## config.mk

```make
export PLATFORM = sky130hd
export DESIGN_NAME = dma_irq_ctrl
export DESIGN_NICKNAME = d
export VERILOG_FILES = /design/src/rtl/dmaic_pkg.sv /design/src/rtl/dmaic_enable.sv /design/src/rtl/dmaic_status.sv /design/src/rtl/dmaic_irq.sv /design/src/rtl/dma_irq_ctrl.sv
export SDC_FILE = /design/constraint.sdc
export NUM_CORES = 1
export LEC_CHECK = 0
export BUFFER_PORTS_ARGS = -buffer_cell sky130_fd_sc_hd__buf_2
export CORE_UTILIZATION = 25
export DETAILED_ROUTE_END_ITERATION = 10
export GPL_TIMING_DRIVEN = 0
export PLACE_DENSITY = 0.42
export SYNTH_ARGS = -nofsm -noshare
export SYNTH_HDL_FRONTEND = slang
export SYNTH_SLANG_ARGS = --single-unit
```

## constraint.sdc

```tcl
create_clock -name clk -period 3.4 [get_ports clk]
set_input_delay 0.51 -clock clk [delete_from_list [all_inputs] [get_ports clk]]
set_output_delay 0.51 -clock clk [all_outputs]
set_load 0.02 [all_outputs]
```

## src/rtl/dmaic_pkg.sv

```systemverilog
package dmaic_pkg;

    localparam int unsigned ADDR_W    = 4;
    localparam int unsigned NUM_KINDS = 4;

    localparam int unsigned KIND_HALF = 0;
    localparam int unsigned KIND_TC   = 1;
    localparam int unsigned KIND_ABT  = 2;
    localparam int unsigned KIND_ERR  = 3;

    typedef enum logic [ADDR_W-1:0] {
        A_SWRST    = 4'd0,
        A_ABORT    = 4'd1,
        A_EN_SET   = 4'd2,
        A_EN_VIEW  = 4'd3,
        A_ST_HALF  = 4'd4,
        A_ST_TC    = 4'd5,
        A_ST_ABT   = 4'd6,
        A_ST_ERR   = 4'd7,
        A_MSK_HALF = 4'd8,
        A_MSK_TC   = 4'd9,
        A_MSK_ABT  = 4'd10,
        A_MSK_ERR  = 4'd11
    } reg_sel_e;

    typedef enum logic {
        ST_LOAD = 1'b0,
        ST_W1C  = 1'b1
    } st_mode_e;

    typedef struct packed {
        logic                 swrst;
        logic                 abort;
        logic                 en_set;
        logic [NUM_KINDS-1:0] st_wr;
        logic [NUM_KINDS-1:0] msk_wr;
    } wr_strobe_t;

    function automatic wr_strobe_t decode_write(input logic we,
                                                input logic [ADDR_W-1:0] addr,
                                                input logic bit0);
        wr_strobe_t s;
        s.swrst  = we && (addr == A_SWRST) && bit0;
        s.abort  = we && (addr == A_ABORT);
        s.en_set = we && (addr == A_EN_SET);
        for (int k = 0; k < NUM_KINDS; k++) begin
            s.st_wr[k]  = we && (int'(addr) == int'(A_ST_HALF) + k);
            s.msk_wr[k] = we && (int'(addr) == int'(A_MSK_HALF) + k);
        end
        return s;
    endfunction

    function automatic st_mode_e kind_mode(input int k);
        return (k == int'(KIND_HALF)) ? ST_LOAD : ST_W1C;
    endfunction

endpackage

```

## src/rtl/dmaic_enable.sv

```systemverilog
module dmaic_enable
    import dmaic_pkg::*;
#(
    parameter int unsigned NUM_CH = 32
) (
    input  logic              clk,
    input  logic              rst,
    input  wr_strobe_t        strb,
    input  logic [NUM_CH-1:0] wdata,
    input  logic [NUM_CH-1:0] evt_done,
    input  logic [NUM_CH-1:0] evt_err,
    output logic [NUM_CH-1:0] en_q,
    output logic [NUM_CH-1:0] abort_hit
);
    logic [NUM_CH-1:0] finish;
    logic [NUM_CH-1:0] set_req;
    logic [NUM_CH-1:0] en_d;

    always_comb begin
        abort_hit = strb.abort  ? (wdata & en_q) : '0;
        set_req   = strb.en_set ? wdata : '0;
        finish    = (evt_done | evt_err) & en_q;
        en_d      = (en_q | set_req) & ~abort_hit & ~finish;
        if (strb.swrst) en_d = '0;
    end

    always_ff @(posedge clk) begin
        if (rst) en_q <= '0;
        else     en_q <= en_d;
    end
endmodule

```

## src/rtl/dmaic_status.sv

```systemverilog
module dmaic_status
    import dmaic_pkg::*;
#(
    parameter int unsigned NUM_CH = 32,
    parameter st_mode_e    MODE   = ST_W1C
) (
    input  logic              clk,
    input  logic              rst,
    input  logic              wr,
    input  logic [NUM_CH-1:0] wdata,
    input  logic [NUM_CH-1:0] set,
    output logic [NUM_CH-1:0] st_q
);
    logic [NUM_CH-1:0] kept;

    generate
        if (MODE == ST_W1C) begin : g_w1c
            assign kept = wr ? (st_q & ~wdata) : st_q;
        end else begin : g_load
            assign kept = wr ? wdata : st_q;
        end
    endgenerate

    always_ff @(posedge clk) begin
        if (rst) st_q <= '0;
        else     st_q <= kept | set;
    end
endmodule

```

## src/rtl/dmaic_irq.sv

```systemverilog
module dmaic_irq
    import dmaic_pkg::*;
#(
    parameter int unsigned NUM_CH = 32
) (
    input  logic                             clk,
    input  logic                             rst,
    input  logic [NUM_KINDS-1:0]             msk_wr,
    input  logic [NUM_CH-1:0]                wdata,
    input  logic [NUM_KINDS-1:0][NUM_CH-1:0] st,
    output logic [NUM_KINDS-1:0][NUM_CH-1:0] msk_q,
    output logic                             irq
);
    logic [NUM_KINDS-1:0] kind_hit;

    for (genvar k = 0; k < NUM_KINDS; k++) begin : g_kind
        always_ff @(posedge clk) begin
            if (rst)            msk_q[k] <= '0;
            else if (msk_wr[k]) msk_q[k] <= wdata;
        end
        assign kind_hit[k] = |(st[k] & ~msk_q[k]);
    end

    assign irq = |kind_hit;
endmodule

```

## src/rtl/dma_irq_ctrl.sv

```systemverilog
module dma_irq_ctrl
    import dmaic_pkg::*;
#(
    parameter int unsigned NUM_CH = 32,
    parameter int unsigned DATA_W = 32
) (
    input  logic              clk,
    input  logic              rst,
    input  logic              reg_we,
    input  logic [3:0]        reg_addr,
    input  logic [DATA_W-1:0] reg_wdata,
    output logic [DATA_W-1:0] reg_rdata,
    input  logic [NUM_CH-1:0] evt_half,
    input  logic [NUM_CH-1:0] evt_done,
    input  logic [NUM_CH-1:0] evt_err,
    output logic [NUM_CH-1:0] abort_pulse,
    output logic              irq
);
    wr_strobe_t                       strb;
    logic [NUM_CH-1:0]                wd_ch;
    logic [NUM_CH-1:0]                en_q;
    logic [NUM_CH-1:0]                abort_hit;
    logic [NUM_KINDS-1:0][NUM_CH-1:0] st_set;
    logic [NUM_KINDS-1:0][NUM_CH-1:0] st_q;
    logic [NUM_KINDS-1:0][NUM_CH-1:0] msk_q;

    assign strb  = decode_write(reg_we, reg_addr, reg_wdata[0]);
    assign wd_ch = reg_wdata[NUM_CH-1:0];

    dmaic_enable #(.NUM_CH(NUM_CH)) u_en (
        .clk      (clk),
        .rst      (rst),
        .strb     (strb),
        .wdata    (wd_ch),
        .evt_done (evt_done),
        .evt_err  (evt_err),
        .en_q     (en_q),
        .abort_hit(abort_hit)
    );

    assign abort_pulse = abort_hit;

    // flag set events; only live channels report
    always_comb begin
        st_set[KIND_HALF] = evt_half & en_q;
        st_set[KIND_TC]   = evt_done & ~evt_err & ~abort_hit & en_q;
        st_set[KIND_ABT]  = abort_hit;
        st_set[KIND_ERR]  = evt_err & en_q;
    end

    for (genvar k = 0; k < NUM_KINDS; k++) begin : g_st
        dmaic_status #(.NUM_CH(NUM_CH), .MODE(kind_mode(k))) u_st (
            .clk  (clk),
            .rst  (rst),
            .wr   (strb.st_wr[k]),
            .wdata(wd_ch),
            .set  (st_set[k]),
            .st_q (st_q[k])
        );
    end

    dmaic_irq #(.NUM_CH(NUM_CH)) u_irq (
        .clk   (clk),
        .rst   (rst),
        .msk_wr(strb.msk_wr),
        .wdata (wd_ch),
        .st    (st_q),
        .msk_q (msk_q),
        .irq   (irq)
    );

    always_comb begin
        reg_rdata = '0;
        case (reg_addr)
            A_EN_VIEW:  reg_rdata[NUM_CH-1:0] = en_q;
            A_ST_HALF:  reg_rdata[NUM_CH-1:0] = st_q[KIND_HALF];
            A_ST_TC:    reg_rdata[NUM_CH-1:0] = st_q[KIND_TC];
            A_ST_ABT:   reg_rdata[NUM_CH-1:0] = st_q[KIND_ABT];
            A_ST_ERR:   reg_rdata[NUM_CH-1:0] = st_q[KIND_ERR];
            A_MSK_HALF: reg_rdata[NUM_CH-1:0] = msk_q[KIND_HALF];
            A_MSK_TC:   reg_rdata[NUM_CH-1:0] = msk_q[KIND_TC];
            A_MSK_ABT:  reg_rdata[NUM_CH-1:0] = msk_q[KIND_ABT];
            A_MSK_ERR:  reg_rdata[NUM_CH-1:0] = msk_q[KIND_ERR];
            default:    reg_rdata = '0;
        endcase
    end
endmodule

```

==> results of run 1 <==
-- state kept, by name, summed over array words and instances, names as in the netlist --
| name | count |
|---|---|
| u_en.en_q | 32 |
| g_st.u_st.st_q | 128 |
| u_irq.msk_q | 128 |
-- through the flow --
step | setup slack (ns) | setup TNS [ns]
final | 0.0321 | 0
after global routing | 0.00899 | 0
after CTS | 0.00253 | 0
after detailed placement | -0.242 | -3.25
after global placement | -0.230 | -2.80
after floorplan | 0.977 | 0
-- where the power goes --
part | internal (mW) | switching, mW | leakage, nW | total (mW)
combinational | 0.167 | 0.479 | 3.23 | 0.646
sequential | 3.41 | 0.0399 | 2.32 | 3.45
clock | 2.62 | 1.65 | 0.640 | 4.27
total | 6.20 | 2.17 | 6.19 | 8.36
-- layout make-up --
cell class              instances  area share
multi-input cells            1340       0.410
flip-flops and latches        288       0.330
clock buffers                  58      0.0656
repair buffers                198      0.0566
well taps                     756      0.0541
plain buffers                 165      0.0487
inverters                     126      0.0270
clock inverters                 9     0.00851
diodes                          1    0.000143
-- cells by family (layout without fill, tap and decap cells) --
family | Yosys count | in the layout | share of synthesized area
flip-flops | 288 | 288 | 0.405
AO/OA/AOI/OAI | 555 | 555 | 0.258
adder cells (fa/ha/maj) | 3 | 3 | 0.00263
AND/OR/NAND/NOR | 778 | 778 | 0.239
multiplexers | 4 | 4 | 0.00316
buffers and inverters | 292 | 556 | 0.0929
other | 0 | 1 | 0
-- layer usage --
layer  GRT usage  vias to the layer above
li1            -                     7173
met1       0.379                     7766
met2       0.451                      713
met3      0.0493                      129
met4       0.106                        6
met5           0                        -
-- synth_stat cells (all sizes together), types with 3 or more instances --
master	n
a31oi	74
dfxtp	288
a21oi	222
nor2	178
a22oi	92
mux2	4
inv	126
and3	52
nor4	6
and3b	27
buf	86
nand4b	8
a222oi	22
a2111oi	32
nand2b	36
nand4	4
nor3	8
a22o	20
and2	8
o22ai	38
clkbuf	80
o2111ai	12
ha	3
o21ai	6
a221oi	36
nand2	446
-- worst max-delay path, delay by kind of cell --
family,cells,cell delay [ns]
AND/OR/NAND/NOR,2,0.65
adder cells (fa/ha/maj),1,0.27
buffers and inverters,5,1.20
AO/OA/AOI/OAI,1,0.19
-- what timing repair did --
item                                    CTS  global route
endpoints found under the setup margin   29            10
gates resized for setup                   2             4
pin swaps                                 0             0
hold buffers                              0             0
-- final timing paths --
check	cells after the start	slack (ns)	start	to
worst max-delay path	9	0.03	reg_addr[2]	reg_rdata[0]
worst min-delay path	3	0.22	evt_half[5]	g_st[0].u_st.st_q[5]
worst max register to register	4	2.18	u_en.en_q[0]	u_en.en_q[0]
worst min register to register	2	0.47	u_irq.msk_q[98]	u_irq.msk_q[98]
==> flow_metrics.py, run 1 <==
metrics = {
    "clock_network": {
        "postCtsSetupBuffers": 0,
        "cts_tree": "yes",
        "cts.sinks": 288,
        "cts_max_level": 2,
        "clock_latency_ns": 0.56,
        "clock_path_buffers": 3,
        "cts.clk_slew.worst_paths_ns": 0.06,
        "cts-buffers-inserted": 37,
        "ctsRootBufferMaster": "clkbuf_16",
    },
    "critical_path": {
        "required_ns": 2.89,
        "worstSetupStartpointType": "input pin",
        "path_cells": "buf_2, inv_1, ha_1, and3_2, buf_4, nor2_1, buf_2, a31oi_1, buf_2",
        "criticalPathCategory": "in -> out",
        "arrival_ns": 2.86,
        "crit_path_top_delay_cell": "buf_2",
        "slowest_delay_ns": 0.53,
        "crit_path_end_kind": "output pin",
        "timing.critical_path.mode_cell": "buf_2",
        "cp_max_fo": 10,
    },
    "die": {
        "start_util": 0.253,
        "dieHeight_um": 241,
        "chipWidth_um": 241,
        "coreArea_um2": 56400,
        "rows": 87,
        "io_pins": 200,
        "dieArea_um2": 58000,
    },
    "pwr": {
        "p_per_area_nw_per_um2": 478,
        "irDropWorstVdd_uv": 289,
        "p_leak_nw": 6.19,
        "finalPower_mw": 8.36,
    },
    "outcome": {
        "status": "complete, no violations",
    },
    "final_layout": {
        "regArea_um2": 5770,
        "fill_cells": 6285,
        "final_area_um2": 17500,
        "multi_input_area_um2": 7170,
        "final_common_cell": "nand2_1",
        "post-route-util": 0.310,
        "drive_above_1_share": 0.163,
        "synthToLayoutAreaGrowth_pct": 22.8,
        "layout_common_cells": "444 x nand2_1, 288 x dfxtp_1, 259 x buf_2",
        "fin_cells": 2941,
        "nets": 2294,
    },
    "route": {
        "drtAntennaViolNets": 0,
        "wl_met3_um": 6760,
        "viasPerCell": 5.37,
        "vias": 15800,
        "wl_met2_um": 37400,
        "drcViolationCount": 0,
        "wirelength_met1_um": 35700,
        "first_pass_iters": 5,
        "routed_wl_um": 82900,
        "highest_layer": "met5",
        "post_drt_wl_per_cell_um": 28.2,
        "first_iter_violations": 1659,
    },
    "grt": {
        "grt_pass1_vias": 14600,
        "grtUsageTotal": 0.283,
        "grt_max_degree": 12,
        "grt_pass1_wl_um": 114000,
        "overflow": 0,
        "antenna_found_initial": 3,
    },
    "logic_synthesis": {
        "synthesis.area_um2": 14200,
        "syn_avg_cell_area_um2": 7.42,
        "synth_cells": 1920,
        "netlist.area_leader.share": 0.405,
        "synth_fp_nets": 2058,
        "async_flop_share": 0,
        "synth_flop_cell": "dfxtp_1",
        "yosysTopAreaCell": "dfxtp_1",
        "yosysSeqAreaShare": 0.405,
        "ys_warn_count": 0,
        "synth_cell_type_count": 37,
        "synth_edf_count": 0,
        "ys_seq_elements": 288,
        "yosys-top-cells-area": "dfxtp_1 40%, nand2_1 12%, a21oi_1 7.8%, a22oi_1 4.8%, nor2_1 4.7%",
    },
    "placement": {
        "dpl.hpwl_um": 61600,
        "place_inst": 2874,
        "io_buffers": 198,
        "gp_congestion": 0.981,
        "place_area_um2": 16200,
    },
    "sta": {
        "period_minus_slack_ns": 3.37,
        "fin_crit_sh": 0.991,
        "hold_violations": 0,
        "setup_viol_count_final": 0,
        "worstMarginPinSlew_ns": 1.30,
        "finalMaxSlewViolations": 0,
        "rsz0062_at_grt": "false",
        "fin_worst_skew_ns": 0.0135,
        "slew-limit-headroom": 0.132,
        "holdWs_ns": 0.223,
        "clock.fmax_mhz": 297,
    },
    "min_path": {
        "holdCritPathClass": "in -> reg",
    },
    "flow_run": {
        "maxCapViolations": 0,
    },
}
(Power assumes the default switching activity.)
==> run 2: changes to the inputs <==
Settings changed: ABC_AREA from default to 1, PLACE_DENSITY 0.42 to 0.4.
Clock period 3.4 ns to 3.75 ns, I/O delays scaled along.
==> run 2 against run 1 <==
The flow now finishes with violations (max-capacitance violations). Routed wire length is 2.8% lower. Non-clock buffer count is 55 lower. Register-to-register slack better by 0.35 ns. Largest cell class unchanged.
==> flow_metrics.py, run 2 <==
metrics = {
    "logic_synthesis": {
        "synth_top_family_by_area": "compound AO/OA/AOI/OAI gates",
        "synth_cells": 2207,
        "syn_avg_cell_area_um2": 6.69,
        "ys_warn_count": 0,
        "synth.most_common_cell": "nand2_1",
        "synth_edf_count": 0,
        "netlist.area_leader.share": 0.391,
        "async_flop_share": 0,
        "muxShareOfSynthArea": 0,
        "synth_cell_type_count": 32,
        "yosys-top-cells-area": "dfxtp_1 39%, nand2_1 11%, o21ai_0 9.3%, inv_1 8.6%, a21oi_1 7.7%",
        "synthesis.area_um2": 14800,
        "yosysSeqAreaShare": 0.391,
        "synth_xor_area_frac": 0,
        "yosysTopAreaCell": "dfxtp_1",
        "ys_seq_elements": 288,
        "synthSimpleGateAreaFrac": 0.238,
        "synth_flop_cell": "dfxtp_1",
        "synth_common_cells": "445 x nand2_1, 337 x inv_1, 288 x dfxtp_1",
        "synth_compound_area_frac": 0.239,
        "synth_fp_nets": 2345,
        "synthAdderAreaFrac": 0.00254,
    },
    "final_layout": {
        "drive_above_1_share": 0.147,
        "layout_common_cells": "445 x nand2_1, 337 x inv_1, 288 x dfxtp_1",
        "reg.largest.list": "g_st.u_st.st_q: 128 flops, u_irq.msk_q: 128 flops, u_en.en_q: 32 flops",
        "fin_cells": 3232,
        "final_common_cell": "nand2_1",
        "synthToLayoutAreaGrowth_pct": 21.3,
        "nets": 2579,
    },
    "clock_network": {
        "cts_tree": "yes",
        "postCtsSetupBuffers": 0,
        "cts.clk_slew.worst_paths_ns": 0.07,
        "cts_resized": 0,
        "cts_max_level": 2,
        "clock_latency_ns": 0.57,
        "cts_hold_buffers": 0,
        "cts.sinks": 288,
        "clock_path_buffers": 3,
        "ctsRootBufferMaster": "clkbuf_16",
        "cts-buffers-inserted": 37,
    },
    "sta": {
        "holdWs_ns": 0.251,
        "finalSetupTns_ns": 0,
        "slew-limit-headroom": 0.00838,
        "fin_crit_sh": 0.971,
        "rsz0062_at_grt": "false",
        "hold_violations": 0,
        "clock.fmax_mhz": 275,
        "worstMarginPinSlew_ns": 1.49,
        "finalMaxSlewViolations": 0,
        "period_minus_slack_ns": 3.64,
        "setup_viol_count_final": 0,
        "fin_worst_skew_ns": 0.0235,
    },
    "critical_path": {
        "arrival_ns": 3.08,
        "worstRegToRegCells": 3,
        "crit_start": "reg_addr[2]",
        "crit_cells": 9,
        "cp_max_fo": 10,
        "worstSetupStartpointType": "input pin",
        "crit_family": "buffers and inverters",
        "r2r_end": "g_st[1].u_st.st_q[1]",
        "criticalPathCategory": "in -> out",
        "required_ns": 3.19,
        "r2r_start": "u_en.en_q[1]",
        "crit_path_top_delay_cell": "buf_1",
        "crit_path_end_kind": "output pin",
        "critical_path.endpoint": "reg_rdata[28]",
        "worst-path-buf-inv": 5,
        "path_cells": "buf_2, inv_1, ha_1, nand3_1, nand2_1, buf_1, nand2_1, inv_1, buf_2",
        "slowest_delay_ns": 0.88,
        "r2r_slack_ns": 2.53,
    },
    "die": {
        "rows": 88,
        "dieArea_um2": 60000,
        "chipWidth_um": 245,
        "dieHeight_um": 245,
        "start_util": 0.254,
        "coreArea_um2": 58000,
        "io_pins": 200,
    },
    "grt": {
        "overflow": 0,
        "antenna_found_initial": 1,
        "grt_max_degree": 13,
        "grtUsageTotal": 0.263,
        "grt_pass1_wl_um": 112000,
        "grt_pass1_vias": 15700,
    },
    "route": {
        "drcViolationCount": 0,
        "first_pass_iters": 5,
        "routed_wl_um": 80600,
        "drtAntennaViolNets": 0,
        "first_iter_violations": 1411,
        "post_drt_wl_per_cell_um": 24.9,
        "viasPerCell": 5.09,
        "vias": 16500,
    },
    "placement": {
        "place_inst": 3167,
        "gp_congestion": 0.954,
        "io_buffers": 195,
        "dpl.hpwl_um": 57200,
    },
    "min_path": {
        "holdCritPathClass": "in -> reg",
    },
    "outcome": {
        "violations": "max-capacitance violations",
        "status": "finished with violations",
    },
    "pwr": {
        "irDropWorstVdd_uv": 220,
        "finalPower_mw": 7.49,
        "p_per_area_nw_per_um2": 418,
        "p_leak_nw": 7.70,
    },
    "flow_run": {
        "maxCapViolations": 1,
    },
}
-- run 2: cells by family after synthesis --
kind of cell             after synthesis
adder cells (fa/ha/maj)                3
AO/OA/AOI/OAI                        657
AND/OR/NAND/NOR                      800
buffers and inverters                459
flip-flops                           288
-- run 2: layer usage --
metal	wire length, µm	track usage	up-vias
met5	14	0	-
met4	3320	0.112	2
met3	5090	0.0371	166
met2	37000	0.429	686
met1	35200	0.344	7923
li1	-	-	7679
-- run 2: worst min-delay path by stage --
stage | cells after the start | endpoint | startpoint | slack (ns)
CTS | 3 | g_st[3].u_st.st_q[9] | evt_err[9] | 0.23
global route | 3 | u_en.en_q[19] | evt_done[19] | 0.27
global placement | 2 | u_irq.msk_q[70] | u_irq.msk_q[70] | 0.45
detailed placement | 2 | u_irq.msk_q[88] | u_irq.msk_q[88] | 0.46
floorplan | 2 | u_irq.msk_q[94] | u_irq.msk_q[94] | 0.44
finish | 3 | g_st[3].u_st.st_q[9] | evt_err[9] | 0.25
-- run 2: report_power, final --
group	leakage (nW)	switching, mW	internal [mW]
sequential	2.33	0.0301	3.11
clock	0.598	1.52	2.16
combinational	4.77	0.506	0.167
total	7.70	2.06	5.43
-- run 2: final cells by class --
class | count | area, µm²
fillers | 6521 | 40100
multi-input cells | 1460 | 7080
flip-flops and latches | 288 | 5770
inverters | 346 | 1300
clock buffers | 53 | 1090
repair buffers | 195 | 976
well taps | 765 | 957
plain buffers | 113 | 611
clock inverters | 11 | 113
diodes | 1 | 2.50
-- run 2: through the flow --
step                      instance area [µm²]  utilization  setup WS (ns)
after CTS                               17900        0.308          0.143
after global placement                  16700        0.288          0.175
final                                   17900        0.308          0.109
after global routing                    17900        0.308         0.0522
after floorplan                         14800            -           1.47
after detailed placement                16700        0.288          0.142
-- run 2: worst min-delay path: cells and delay by family --
kind | cells | cell delay (ns)
compound gates | 1 | 0.05
simple gates | 1 | 0.05
buf+inv | 1 | 0.12
==> run 3: changes to the inputs <==
Settings changed: GPL_TIMING_DRIVEN 0 to default, SYNTH_HIERARCHICAL from default to 1.
==> run 3 against run 2 <==
The flow now finishes without violations. Clock power grew 7.9%. Core utilization is 0.87 points lower. Highest routed layer unchanged. Sequential power about the same. Final area rose by 13%. Synthesized cell count is 28% higher. Global-route usage decreased by 6.1 points. Clock-buffer cell count grew 2. Area after synthesis is 17% higher. Worst setup slack better by 0.57 ns. Critical path type unchanged.
==> flow_metrics.py, run 3 <==
metrics = {
    "route": {
        "routed_wl_um": 71700,
        "vias": 18300,
        "first_iter_violations": 1355,
        "viasPerCell": 4.76,
        "post_drt_wl_per_cell_um": 18.6,
        "drcViolationCount": 0,
        "drtAntennaViolNets": 0,
        "first_pass_iters": 5,
    },
    "die": {
        "io_pins": 200,
        "coreArea_um2": 67600,
        "dieArea_um2": 69800,
        "rows": 95,
        "chipWidth_um": 264,
        "start_util": 0.254,
        "dieHeight_um": 264,
    },
    "min_path": {
        "holdCritPathClass": "in -> reg",
    },
    "critical_path": {
        "criticalPathCategory": "in -> out",
        "required_ns": 3.19,
        "crit_family": "buffers and inverters",
        "crit_path_end_kind": "output pin",
        "arrival_ns": 2.51,
        "worst-path-buf-inv": 6,
        "crit_path_top_delay_cell": "buf_12",
        "path_cells": "buf_2, inv_1, ha_1, buf_4, nand2_1, nor3_2, buf_12, nand3_1, inv_1, buf_2",
        "worstSetupStartpointType": "input pin",
        "cp_max_fo": 25,
        "slowest_delay_ns": 0.27,
    },
    "final_layout": {
        "antenna_cells": 0,
        "fill_cells": 7497,
        "reg.largest.list": "g_st.u_st/st_q: 128 flops, u_irq/msk_q: 128 flops, u_en/en_q: 32 flops",
        "multi_input_area_um2": 8500,
        "final_common_cell": "nand2_1",
        "synthToLayoutAreaGrowth_pct": 17.9,
        "nets": 3091,
        "layout_common_cells": "841 x nand2_1, 548 x inv_1, 288 x dfxtp_1",
        "drive_above_1_share": 0.139,
        "regArea_um2": 5770,
    },
    "logic_synthesis": {
        "syn_avg_cell_area_um2": 6.10,
        "async_flop_share": 0,
        "ys_warn_count": 6,
        "ys_seq_elements": 288,
        "yosysTopAreaCell": "dfxtp_1",
        "synth_cell_type_count": 27,
        "synth_cells": 2817,
        "synth_edf_count": 0,
        "synth_fp_nets": 2955,
        "synthesis.area_um2": 17200,
        "yosys-top-cells-area": "dfxtp_1 34%, nand2_1 18%, inv_1 12%, nand4_1 5.8%, nor2_1 5.4%",
        "synth_common_cells": "841 x nand2_1, 549 x inv_1, 288 x dfxtp_1",
        "netlist.area_leader.share": 0.335,
        "yosysSeqAreaShare": 0.335,
        "synth.most_common_cell": "nand2_1",
        "synth_flop_cell": "dfxtp_1",
    },
    "clock_network": {
        "ctsRootBufferMaster": "clkbuf_16",
        "cts.clk_slew.worst_paths_ns": 0.06,
        "postCtsSetupBuffers": 0,
        "cts_max_level": 2,
        "cts.sinks": 288,
        "clock_latency_ns": 0.56,
        "clock_path_buffers": 3,
        "cts_hold_buffers": 0,
        "cts-buffers-inserted": 39,
        "cts_resized": 0,
        "cts_tree": "yes",
    },
    "pwr": {
        "power_frac_comb": 0.087,
        "p_per_area_nw_per_um2": 384,
        "irDropWorstVdd_uv": 228,
        "swShare": 0.265,
        "switching_power_mw": 2.06,
        "p_leak_nw": 9.11,
        "power_frac_clock": 0.510,
        "internal_power_mw": 5.73,
        "seq_power_share": 0.403,
        "finalPower_mw": 7.79,
    },
    "sta": {
        "slew-limit-headroom": 0.208,
        "clock.fmax_mhz": 325,
        "worstMarginPinSlew_ns": 1.19,
        "finalSetupTns_ns": 0,
        "setup_viol_count_final": 0,
        "finalMaxSlewViolations": 0,
        "fin_crit_sh": 0.820,
        "rsz0062_at_grt": "false",
        "fin_worst_skew_ns": 0.0157,
        "period_minus_slack_ns": 3.07,
        "hold_violations": 0,
        "layout_setup_ws_ns": 0.676,
    },
    "flow_run": {
        "maxCapViolations": 0,
    },
    "placement": {
        "io_buffers": 199,
        "dpl.hpwl_um": 48400,
        "place_ws_ns": 0.701,
        "gp_congestion": 0.857,
    },
    "grt": {
        "grt_pass1_vias": 17700,
        "grt_use_met2": 0.325,
        "grt-busiest-layer": "met2",
        "grtUsageTotal": 0.201,
        "use_met1": 0.278,
        "antenna_found_initial": 2,
        "grt_max_degree": 128,
        "overflow": 0,
        "use_met3": 0.0301,
        "grt_pass1_wl_um": 108000,
    },
    "outcome": {
        "status": "complete, no violations",
    },
}
run 3: cell types whose count changed after synthesis, sizes merged, moves of 96 or more:
cell and delta:
nand2 +404, o21ai -257, inv +210, nand3 +122, nand4 +109, nor2 +107
a21oi -98, a211oi +96
run 3: worst paths after layout:
path                                 to             from  cells past startpoint  slack, ns
setup / recovery        abort_pulse[31]      reg_addr[2]                     10       0.68
hold / removal    g_st[1].u_st/st_q[27]      evt_err[27]                      4       0.29
setup reg to reg  g_st[1].u_st/st_q[20]    u_en/en_q[20]                      5       2.61
hold reg to reg         u_irq/msk_q[48]  u_irq/msk_q[48]                      2       0.47
run 3: layer usage:
metal	share of wire	routed length, µm
met1	0.47	34000
met2	0.45	31900
met3	0.054	3900
met4	0.025	1810
met5	0.00043	31
run 3: logic make-up (layout without fill, tap and decap cells):
logic type      count (synthesis)  count (layout)  share of synthesized area
fa+ha+maj                       3               3                    0.00218
compound gates                320             320                      0.117
flops                         288             288                      0.335
simple gates                 1497            1497                      0.372
buf+inv                       709             874                      0.174
run 3: layout make-up:
cell class,instances,area share
well taps,873,0.0539
repair buffers,248,0.0729
clock buffers,55,0.0560
multi-input cells,1820,0.419
inverters,556,0.103
clock inverters,15,0.0103
flip-flops and latches,288,0.284
run 3: through the flow:
step / instances / area, µm² / hold slack (ns) / util
2_1_floorplan: 2817 / 17200 / 0.446 / -
3_3_place_gp: 3785 / 18900 / 0.460 / 0.280
3_5_place_dp: 3785 / 18900 / 0.466 / 0.280
6_report: 3855 / 20300 / 0.289 / 0.300
5_1_grt: 3855 / 20300 / 0.283 / 0.300
4_1_cts: 3855 / 20300 / 0.255 / 0.300
run 3: power by group through the flow:
stage	clock, mW	combinational (mW)	sequential [mW]
global placement	0	0.668	3.21
detailed placement	0	0.673	3.21
finish	3.97	0.677	3.14
floorplan	0	0.341	3.19
global route	4.21	0.731	3.14
CTS	4.09	0.675	3.14
run 3: worst register-to-register path, cell delays in order (launching register included):
cell and delay (ns):
dfxtp_1 0.36, nand3_1 0.12, inv_1 0.07, nor3_1 0.23, inv_1 0.13, a21oi_1 0.16
